`src/rtl/scr_pkg.sv`:
```
package scr_pkg;
    localparam int PAD_N    = 4;
    localparam int PAD_W0   = 160;
    localparam int PAD_WMAX = PAD_W0 + PAD_N - 1;
    localparam int PAD_SLOT = 21;
    localparam int WORD_W   = 32;
    localparam int INJ_W    = 32;
    localparam int SEL_W    = 40;
    localparam int ADDR_W   = 7;
    localparam int INJ_BASE = PAD_N * PAD_SLOT;
    localparam int SEL_BASE = INJ_BASE + INJ_W / 8;
    localparam int INJ_ADV  = 39;
    localparam int CNT_W    = 6;

    localparam logic [WORD_W-1:0] CRC_POLY = 32'hB760_2B21;
    localparam logic [INJ_W-1:0]  INJ_POLY = 32'h0821_0421;
    localparam logic [SEL_W-1:0]  SEL_POLY = 40'h04_0808_1041;

    typedef enum logic [1:0] {PH_LOAD, PH_RUN, PH_EMIT} phase_e;

    typedef struct packed {
        phase_e             phase;
        logic [1:0]         cnt;
        logic [CNT_W-1:0]   steps;
        logic [WORD_W-1:0]  crc;
    } ctl_t;

    // feedback constant of pad g, low terms only (top term implied)
    function automatic logic [PAD_WMAX-1:0] pad_poly(input int g);
        logic [PAD_WMAX-1:0] p;
        p = '0;
        p[0] = 1'b1;
        p[20] = 1'b1;
        case (g)
            0: begin p[139]=1'b1; p[119]=1'b1; p[98]=1'b1; p[79]=1'b1; p[40]=1'b1; end
            1: begin p[140]=1'b1; p[121]=1'b1; p[100]=1'b1; p[80]=1'b1; p[60]=1'b1; p[40]=1'b1; end
            2: begin p[141]=1'b1; p[121]=1'b1; p[100]=1'b1; p[80]=1'b1; p[60]=1'b1; p[40]=1'b1; end
            default: begin p[142]=1'b1; p[122]=1'b1; p[102]=1'b1; p[82]=1'b1; p[61]=1'b1; p[41]=1'b1; end
        endcase
        return p;
    endfunction

    function automatic logic [CNT_W-1:0] step_count(input logic [INJ_W-1:0] inj);
        return {1'b1, inj[30], inj[5], inj[9], inj[2], inj[27]};
    endfunction

    function automatic logic [4:0] tap_index(input logic [SEL_W-1:0] sel);
        return {sel[31], sel[3], sel[5], sel[19], sel[8]};
    endfunction

    // pad g occupies pads[g*PAD_WMAX +: PAD_WMAX]
    function automatic logic tap_pick(input logic [4:0] idx,
                                      input logic [PAD_N*PAD_WMAX-1:0] pads);
        logic b;
        case (idx)
            5'd0:  b = pads[1*PAD_WMAX+15];
            5'd1:  b = pads[0*PAD_WMAX+37];
            5'd2:  b = pads[2*PAD_WMAX+73];
            5'd3:  b = pads[3*PAD_WMAX+99];
            5'd4:  b = pads[0*PAD_WMAX+121];
            5'd5:  b = pads[1*PAD_WMAX+130];
            5'd6:  b = pads[3*PAD_WMAX+15];
            5'd7:  b = pads[2*PAD_WMAX+9];
            5'd8:  b = pads[3*PAD_WMAX+97];
            5'd9:  b = pads[2*PAD_WMAX+140];
            5'd10: b = pads[1*PAD_WMAX+4];
            5'd11: b = pads[0*PAD_WMAX+88];
            5'd12: b = pads[0*PAD_WMAX+33];
            5'd13: b = pads[1*PAD_WMAX+75];
            5'd14: b = pads[2*PAD_WMAX+35];
            5'd15: b = pads[3*PAD_WMAX+155];
            5'd16: b = pads[2*PAD_WMAX+28];
            5'd17: b = pads[1*PAD_WMAX+150];
            5'd18: b = pads[3*PAD_WMAX+29];
            5'd19: b = pads[0*PAD_WMAX+144];
            5'd20: b = pads[0*PAD_WMAX+127];
            5'd21: b = pads[1*PAD_WMAX+125];
            5'd22: b = pads[2*PAD_WMAX+0];
            5'd23: b = pads[3*PAD_WMAX+5];
            5'd24: b = pads[0*PAD_WMAX+110];
            5'd25: b = pads[3*PAD_WMAX+87];
            5'd26: b = pads[1*PAD_WMAX+19];
            5'd27: b = pads[2*PAD_WMAX+82];
            5'd28: b = pads[0*PAD_WMAX+48];
            5'd29: b = pads[1*PAD_WMAX+47];
            5'd30: b = pads[2*PAD_WMAX+46];
            default: b = pads[3*PAD_WMAX+51];
        endcase
        return b;
    endfunction
endpackage

```
`src/rtl/scr_galois_reg.sv`:
```
module scr_galois_reg #(
    parameter int             W      = 32,
    parameter logic [W-1:0]   POLY   = '0,
    parameter int             BASE   = 0,
    parameter int             ADV    = 1,
    parameter int             ADDR_W = 7
) (
    input  logic              clk,
    input  logic              rst,
    input  logic              cfg_we,
    input  logic [ADDR_W-1:0] cfg_addr,
    input  logic [7:0]        cfg_byte,
    input  logic              step,
    output logic [W-1:0]      q
);
    localparam int NB        = (W + 7) / 8;
    localparam int EXT       = NB * 8;
    localparam int SW        = $clog2(NB);
    localparam int LAST_BITS = W - 8 * (NB - 1);
    localparam logic [7:0] LAST_MASK = 8'((1 << LAST_BITS) - 1);

    int              slot;
    logic            hit;
    logic [SW-1:0]   slot_idx;
    logic [W-1:0]    adv;
    logic [EXT-1:0]  ext;
    logic [EXT-1:0]  q_ext;
    logic [W-1:0]    q_d, q_q;

    always_comb begin
        slot     = int'(cfg_addr) - BASE;
        hit      = cfg_we && (slot >= 0) && (slot < NB);
        slot_idx = slot[SW-1:0];
        adv      = q_q;
        for (int i = 0; i < ADV; i++)
            adv = {adv[W-2:0], 1'b0} ^ (adv[W-1] ? POLY : '0);
        q_ext         = '0;
        q_ext[W-1:0]  = q_q;
        ext           = q_ext;
        ext[{slot_idx, 3'b000} +: 8] = cfg_byte;
        // a byte write wins over an advance of the same register
        if (hit)       q_d = ext[W-1:0];
        else if (step) q_d = adv;
        else           q_d = q_q;
    end

    always_ff @(posedge clk or posedge rst) begin
        if (rst) q_q <= '0;
        else     q_q <= q_d;
    end

    assign q = q_q;

    assert_cfg_wins_R10: assert property (@(posedge clk) disable iff (rst)
        hit |=> (q_ext[{$past(slot_idx), 3'b000} +: 8] ==
                 ($past(cfg_byte) & (($past(slot_idx) == SW'(NB - 1)) ? LAST_MASK : 8'hFF))));

    assert_key_holds_R6: assert property (@(posedge clk) disable iff (rst)
        (!hit && !step) |=> $stable(q_q));
endmodule

```
`src/rtl/scr_byte_fifo.sv`:
```
module scr_byte_fifo #(
    parameter int DEPTH = 8
) (
    input  logic       clk,
    input  logic       rst,
    input  logic       push,
    input  logic [7:0] din,
    output logic       full,
    input  logic       stop,
    output logic       valid,
    output logic [7:0] dout
);
    localparam int AW = $clog2(DEPTH);

    typedef struct packed {
        logic [DEPTH-1:0][7:0] mem;
        logic [AW-1:0]         wr;
        logic [AW-1:0]         rd;
        logic [AW:0]           cnt;
    } fifo_t;

    fifo_t f_d, f_q;
    logic  pop;

    always_comb begin
        f_d   = f_q;
        valid = (f_q.cnt != '0);
        full  = (f_q.cnt == (AW+1)'(DEPTH));
        pop   = valid && !stop;
        dout  = f_q.mem[f_q.rd];
        if (push) begin
            f_d.mem[f_q.wr] = din;
            f_d.wr          = f_q.wr + 1'b1;
        end
        if (pop) f_d.rd = f_q.rd + 1'b1;
        f_d.cnt = f_q.cnt + (AW+1)'(push) - (AW+1)'(pop);
    end

    always_ff @(posedge clk or posedge rst) begin
        if (rst) f_q <= '0;
        else     f_q <= f_d;
    end

    assert_no_overflow_R9: assert property (@(posedge clk) disable iff (rst)
        push |-> (f_q.cnt < (AW+1)'(DEPTH)) || pop);

    assert_stop_holds_R8: assert property (@(posedge clk) disable iff (rst)
        (valid && stop && !push) |=> (valid && $stable(dout)));

    assert_valid_nonempty_R8: assert property (@(posedge clk) disable iff (rst)
        (!valid && !push) |=> !valid);
endmodule

```
`src/rtl/lfsr_word_scrambler.sv`:
```
module lfsr_word_scrambler #(
    parameter int OUT_DEPTH = 8
) (
    input  logic                   clk,
    input  logic                   rst,
    input  logic                   cfg_we,
    input  logic [scr_pkg::ADDR_W-1:0] cfg_addr,
    input  logic [7:0]             cfg_byte,
    input  logic                   in_valid,
    input  logic [7:0]             in_byte,
    output logic                   in_ready,
    output logic                   out_valid,
    output logic [7:0]             out_byte,
    input  logic                   out_stop
);
    import scr_pkg::*;

    ctl_t                          s_d, s_q;
    logic                          inj_adv, pad_step, fifo_push, fifo_full, tap;
    logic [INJ_W-1:0]              inj_q;
    logic [SEL_W-1:0]              sel_q;
    logic [PAD_N*PAD_WMAX-1:0]     pads_flat;

    for (genvar g = 0; g < PAD_N; g++) begin : g_pad
        localparam int PW = PAD_W0 + g;
        logic [PW-1:0] pq;
        scr_galois_reg #(.W(PW), .POLY(PW'(pad_poly(g))), .BASE(PAD_SLOT * g),
                         .ADV(1), .ADDR_W(ADDR_W)) u_pad (
            .clk(clk), .rst(rst), .cfg_we(cfg_we), .cfg_addr(cfg_addr),
            .cfg_byte(cfg_byte), .step(pad_step), .q(pq));
        assign pads_flat[g*PAD_WMAX +: PAD_WMAX] = PAD_WMAX'(pq);
    end

    scr_galois_reg #(.W(INJ_W), .POLY(INJ_POLY), .BASE(INJ_BASE),
                     .ADV(INJ_ADV), .ADDR_W(ADDR_W)) u_inj (
        .clk(clk), .rst(rst), .cfg_we(cfg_we), .cfg_addr(cfg_addr),
        .cfg_byte(cfg_byte), .step(inj_adv), .q(inj_q));

    scr_galois_reg #(.W(SEL_W), .POLY(SEL_POLY), .BASE(SEL_BASE),
                     .ADV(1), .ADDR_W(ADDR_W)) u_sel (
        .clk(clk), .rst(rst), .cfg_we(cfg_we), .cfg_addr(cfg_addr),
        .cfg_byte(cfg_byte), .step(pad_step), .q(sel_q));

    scr_byte_fifo #(.DEPTH(OUT_DEPTH)) u_out (
        .clk(clk), .rst(rst), .push(fifo_push), .din(s_q.crc[WORD_W-1 -: 8]),
        .full(fifo_full), .stop(out_stop), .valid(out_valid), .dout(out_byte));

    always_comb begin
        s_d       = s_q;
        inj_adv   = 1'b0;
        pad_step  = 1'b0;
        fifo_push = 1'b0;
        in_ready  = (s_q.phase == PH_LOAD);
        tap       = tap_pick(tap_index(sel_q), pads_flat);
        case (s_q.phase)
            PH_LOAD: if (in_valid) begin
                s_d.crc = {s_q.crc[WORD_W-9:0], in_byte};
                s_d.cnt = s_q.cnt + 1'b1;
                if (s_q.cnt == 2'd3) begin
                    s_d.phase = PH_RUN;
                    s_d.steps = step_count(inj_q);
                    inj_adv   = 1'b1;
                end
            end
            PH_RUN: begin
                pad_step  = 1'b1;
                s_d.crc   = {s_q.crc[WORD_W-2:0], tap} ^ (s_q.crc[WORD_W-1] ? CRC_POLY : '0);
                s_d.steps = s_q.steps - 1'b1;
                if (s_q.steps == CNT_W'(1)) begin
                    s_d.phase = PH_EMIT;
                    s_d.cnt   = 2'd0;
                end
            end
            PH_EMIT: if (!fifo_full) begin
                fifo_push = 1'b1;
                s_d.crc   = {s_q.crc[WORD_W-9:0], 8'h00};
                s_d.cnt   = s_q.cnt + 1'b1;
                if (s_q.cnt == 2'd3) s_d.phase = PH_LOAD;
            end
            default: s_d.phase = PH_LOAD;
        endcase
    end

    always_ff @(posedge clk or posedge rst) begin
        if (rst) s_q <= '0;
        else     s_q <= s_d;
    end

    // bytes taken in minus bytes handed to the buffer
    logic [3:0] chk_inflight;
    always_ff @(posedge clk or posedge rst) begin
        if (rst) chk_inflight <= '0;
        else     chk_inflight <= chk_inflight + 4'(in_valid && in_ready) - 4'(fifo_push);
    end

    assert_hold_input_R9: assert property (@(posedge clk) disable iff (rst)
        chk_inflight <= 4'd4);

    assert_no_take_busy_R9: assert property (@(posedge clk) disable iff (rst)
        (chk_inflight == 4'd4) |-> !in_ready);

    assert_count_range_R4: assert property (@(posedge clk) disable iff (rst)
        (s_q.phase == PH_RUN && $past(s_q.phase) == PH_LOAD) |-> s_q.steps[CNT_W-1]);

    assert_no_overflow_R8: assert property (@(posedge clk) disable iff (rst)
        fifo_push |-> !fifo_full);
endmodule

```
`config.mk`:
```
export PLATFORM = sky130hd
export DESIGN_NAME = lfsr_word_scrambler
export DESIGN_NICKNAME = d
export VERILOG_FILES = /design/src/rtl/scr_pkg.sv /design/src/rtl/scr_galois_reg.sv /design/src/rtl/scr_byte_fifo.sv /design/src/rtl/lfsr_word_scrambler.sv
export SDC_FILE = /design/constraint.sdc
export NUM_CORES = 2
export LEC_CHECK = 0
export CORE_ASPECT_RATIO = 1.2
export CORE_MARGIN = 1.5
export CORE_UTILIZATION = 52
export DETAILED_ROUTE_END_ITERATION = 10
export DONT_BUFFER_PORTS = 1
export GPL_ROUTABILITY_DRIVEN = 0
export HOLD_SLACK_MARGIN = 0.15
export PLACE_DENSITY = 0.8
export SLEW_MARGIN = 15
export SYNTH_ARGS = -nofsm -noshare
export SYNTH_HDL_FRONTEND = slang
export SYNTH_SLANG_ARGS = --single-unit
```
`constraint.sdc`:
```
create_clock -name clk -period 25.5 [get_ports clk]
set_input_delay 1.275 -clock clk [delete_from_list [all_inputs] [get_ports clk]]
set_output_delay 1.275 -clock clk [all_outputs]
set_load 0.05 [all_outputs]
```
==> flow_metrics.tcl <==
set metrics [dict create \
    powerDensity_mw_per_mm2 138.8 \
    clkTransAtPathRegs_ps 60 \
    seq_area_frac_synth_pct 51.25 \
    synth_edf_count 0 \
    io_pins 38 \
    syn_inst 3901 \
    die_w_um 258.5 \
    swShare_pct 38.39 \
    cpMaxStageDelayCell "ha_1" \
    pwr-share-comb_pct 39.5 \
    setup_viol 0 \
    post-route-min-period_ps 5573 \
    ir_drop_mv 0.1290 \
    worst_slew_pin_slew_ps 1363 \
    chipHeight_um 309.6 \
    min_path_type "reg -> reg" \
    drv_cap 0 \
    r2r_end "g_pad[1].u_pad.q[7]" \
    drtAntennaViolNets 0 \
    final_layout_size_suffix_gt1_share_pct 10.64 \
    numPortBuffers 0 \
    setup_tns_ps 0 \
    clockPowerShare_pct 21.8 \
    r2r_setup_slack_ps 21890 \
    antennaDiodeCount 0 \
    crit_path_start "cfg_addr[0]" \
    drc 0 \
    dp.cells 4675 \
    drtPass1Iterations 6 \
    cp_max_fo 79 \
    grt-ovfl-total 0 \
    grt_pass1_vias 31460 \
    row_count 112 \
    timing.critical_path.arrival_ps 6130 \
    ys_seq_elements 834 \
    cts_hold_buf 0 \
    cp-endpoint "g_pad[1].u_pad.q[7]" \
    status "complete, no violations" \
    htree_levels 3 \
    clkLatencyLatePin_ps 670 \
    syn_avg_cell_area_um2 10.44 \
    p_sw_w 0.002356 \
    slew_headroom_pct 8.412 \
    cp-start-kind "input port" \
    path_depth 10 \
    core-area_mm2 0.07763 \
    postCtsResizedCells 0 \
    fin_nets 3799 \
    routed_via_density 6.763 \
    area_delta_synth_final_pct 8.622 \
    layout_commonest_cell "dfrtp_1" \
    synth_nets 3963 \
    total_power_w 0.006137 \
    max_freq_mhz 179.4 \
    vias 32680 \
    start_util_pct 52.45 \
    ys_types 101 \
    wirelength_um 118600 \
    post_cts_buffers 0 \
    cts_root_buf "clkbuf_16" \
    finClkSkew_ps 29.06 \
    syn_area_mm2 0.04072 \
    clockBufferDepth 3 \
    ys.flop_type "dfrtp_1" \
    critPathCaptureType "register" \
    ys_warn_count 0 \
    design_area_mm2 0.04423 \
    path_cells "inv_2 > ha_1 > and2b_4 > o21ai_2 > xnor2_1 > a22oi_4 > o21a_4 > buf_4 > nor2_1 > a221o_1" \
    crit_family "compound AO/OA/AOI/OAI gates" \
    cp_slowest_stage_delay_ps 1010 \
    rsz0062_at_grt "no" \
    cp.required_ps 26060 \
    grt_max_degree 182 \
    path_buf_inv 2 \
    finalHoldViolCount 0 \
    dp_hpwl_um 73920 \
    clock-sinks 834 \
    p_leak_nw 19.54 \
    cts_buffers 85 \
    wl_per_cell_um 24.55 \
    stdcell_count 4832 \
    drtIter0Drc 3859 \
    internal_power_w 0.003781 \
    die_area_mm2 0.08001 \
    reg2regPathDepth 7 \
    seqPwrFrac_pct 38.7 \
    grt_use_total_pct 29.45 \
    critical_path_class "in -> reg" \
    drv_slew 0 \
    r2r_start "s_q[41]" \
    postPlaceCellArea_mm2 0.04123 \
    grt_pass1_wl_um 184200 \
    async_flop_share_pct 100.0 \
    timing.final.crit_share_pct 21.86 \
    final_cell_mix "dfrtp_1 (833), nor2_1 (443), nand2_1 (391)" \
    antenna_found_initial 1 \
    cts_tree "yes" \
]
==> how the worst min path moves through the flow <==
stage	start	end	slack, ps	depth (start not counted)
floorplan	g_pad[1].u_pad.q[63]	g_pad[1].u_pad.q[63]	440	1
global placement	g_pad[3].u_pad.q[85]	g_pad[3].u_pad.q[85]	450	1
global route	g_pad[0].u_pad.q[133]	g_pad[0].u_pad.q[133]	490	2
CTS	g_pad[1].u_pad.q[96]	g_pad[1].u_pad.q[96]	480	1
detailed placement	g_pad[0].u_pad.q[130]	g_pad[0].u_pad.q[130]	460	2
finish	g_pad[0].u_pad.q[130]	g_pad[0].u_pad.q[130]	480	2
==> state kept, by name, indices dropped and copies added, names as in the netlist <==
name / count
u_out.f_q: 74
u_sel.q: 40
g_pad.u_pad.q: 646
s_q: 42
u_inj.q: 32
==> tightest hold or removal path, delay by kind of cell, from the launching register on <==
family,cells,cell delay [ps]
flip-flops,1,340
AND/OR/NAND/NOR,2,110
==> stage by stage <==
step / setup WS [ps] / hold slack, ps / util (%)
final: 19930 / 478.0 / 56.98
after global routing: 19720 / 490.2 / 56.98
after CTS: 20080 / 479.2 / 56.96
after detailed placement: 19420 / 464.1 / 53.11
after global placement: 19530 / 451.0 / 53.11
after floorplan: 795.6 / 440.8 / -
==> power groups by stage <==
stage / combinational (W) / clock, W / sequential [W]
floorplan: 0.00206 / 0 / 0.00216
global placement: 0.00231 / 0 / 0.00235
detailed placement: 0.00239 / 0 / 0.00237
CTS: 0.00241 / 0.00134 / 0.00236
global route: 0.00264 / 0.00140 / 0.00243
finish: 0.00242 / 0.00134 / 0.00238
==> layer usage <==
metal	GRT usage [%]	share of wire, %
met4	17.16	6.1
met2	45.66	46
met3	6.356	9.3
met1	38.26	39
met5	0	0.015
==> final cells by class <==
cell class,instances,area (um^2)
Clock buffer,117,2511
Clock inverter,39,483.0
Fill cell,6375,33400
Inverter,86,330.3
Multi-Input combinational cell,2685,18400
Sequential cell,834,20870
Tap cell,1026,1284
Timing Repair Buffer,45,350.3
==> synthesized netlist by cell type, drive strengths merged (9+ instances only) <==
cell     number  share of area (%)
mux2i         9               0.22
and3         43               0.66
nand2       392                3.6
buf          95                1.1
o22a         21               0.45
nor2        448                4.2
a22o         59                1.3
nor3         45               0.65
o22ai        52               0.80
dfrtp       834                 51
nand3       116                1.5
o21ai       117                1.4
a21o         73                1.3
nand4        30               0.54
a2bb2oi      60                1.3
mux2         86                2.4
and2         53               0.81
a221o       319                7.8
o221ai       72                1.5
a211oi       14               0.30
a21oi       133                1.6
clkbuf      201                1.9
o221a        42                1.2
ha           33                1.0
nor2b        38               0.58
a31oi        24               0.38
o21a         21               0.41
nor4         22               0.46
o211ai       24               0.44
xnor2        98                2.1
xor2         61                1.3
mux4         17               0.94
a22oi        58                1.1
inv          86               0.79
or3           9               0.15
==> cell families after synthesis <==
family                     count (synthesis)  synth area share (%)
and+or+nand+nor                         1238                 14.04
AOI/OAI and AO/OA                       1134                 22.44
adders and majority gates                 34                 1.063
DFF                                      834                 51.25
muxes                                    112                 3.540
buffers and inverters                    382                 3.752
xor gates and xnor gates                 167                 3.921
Power figures use the tool's default switching activity.
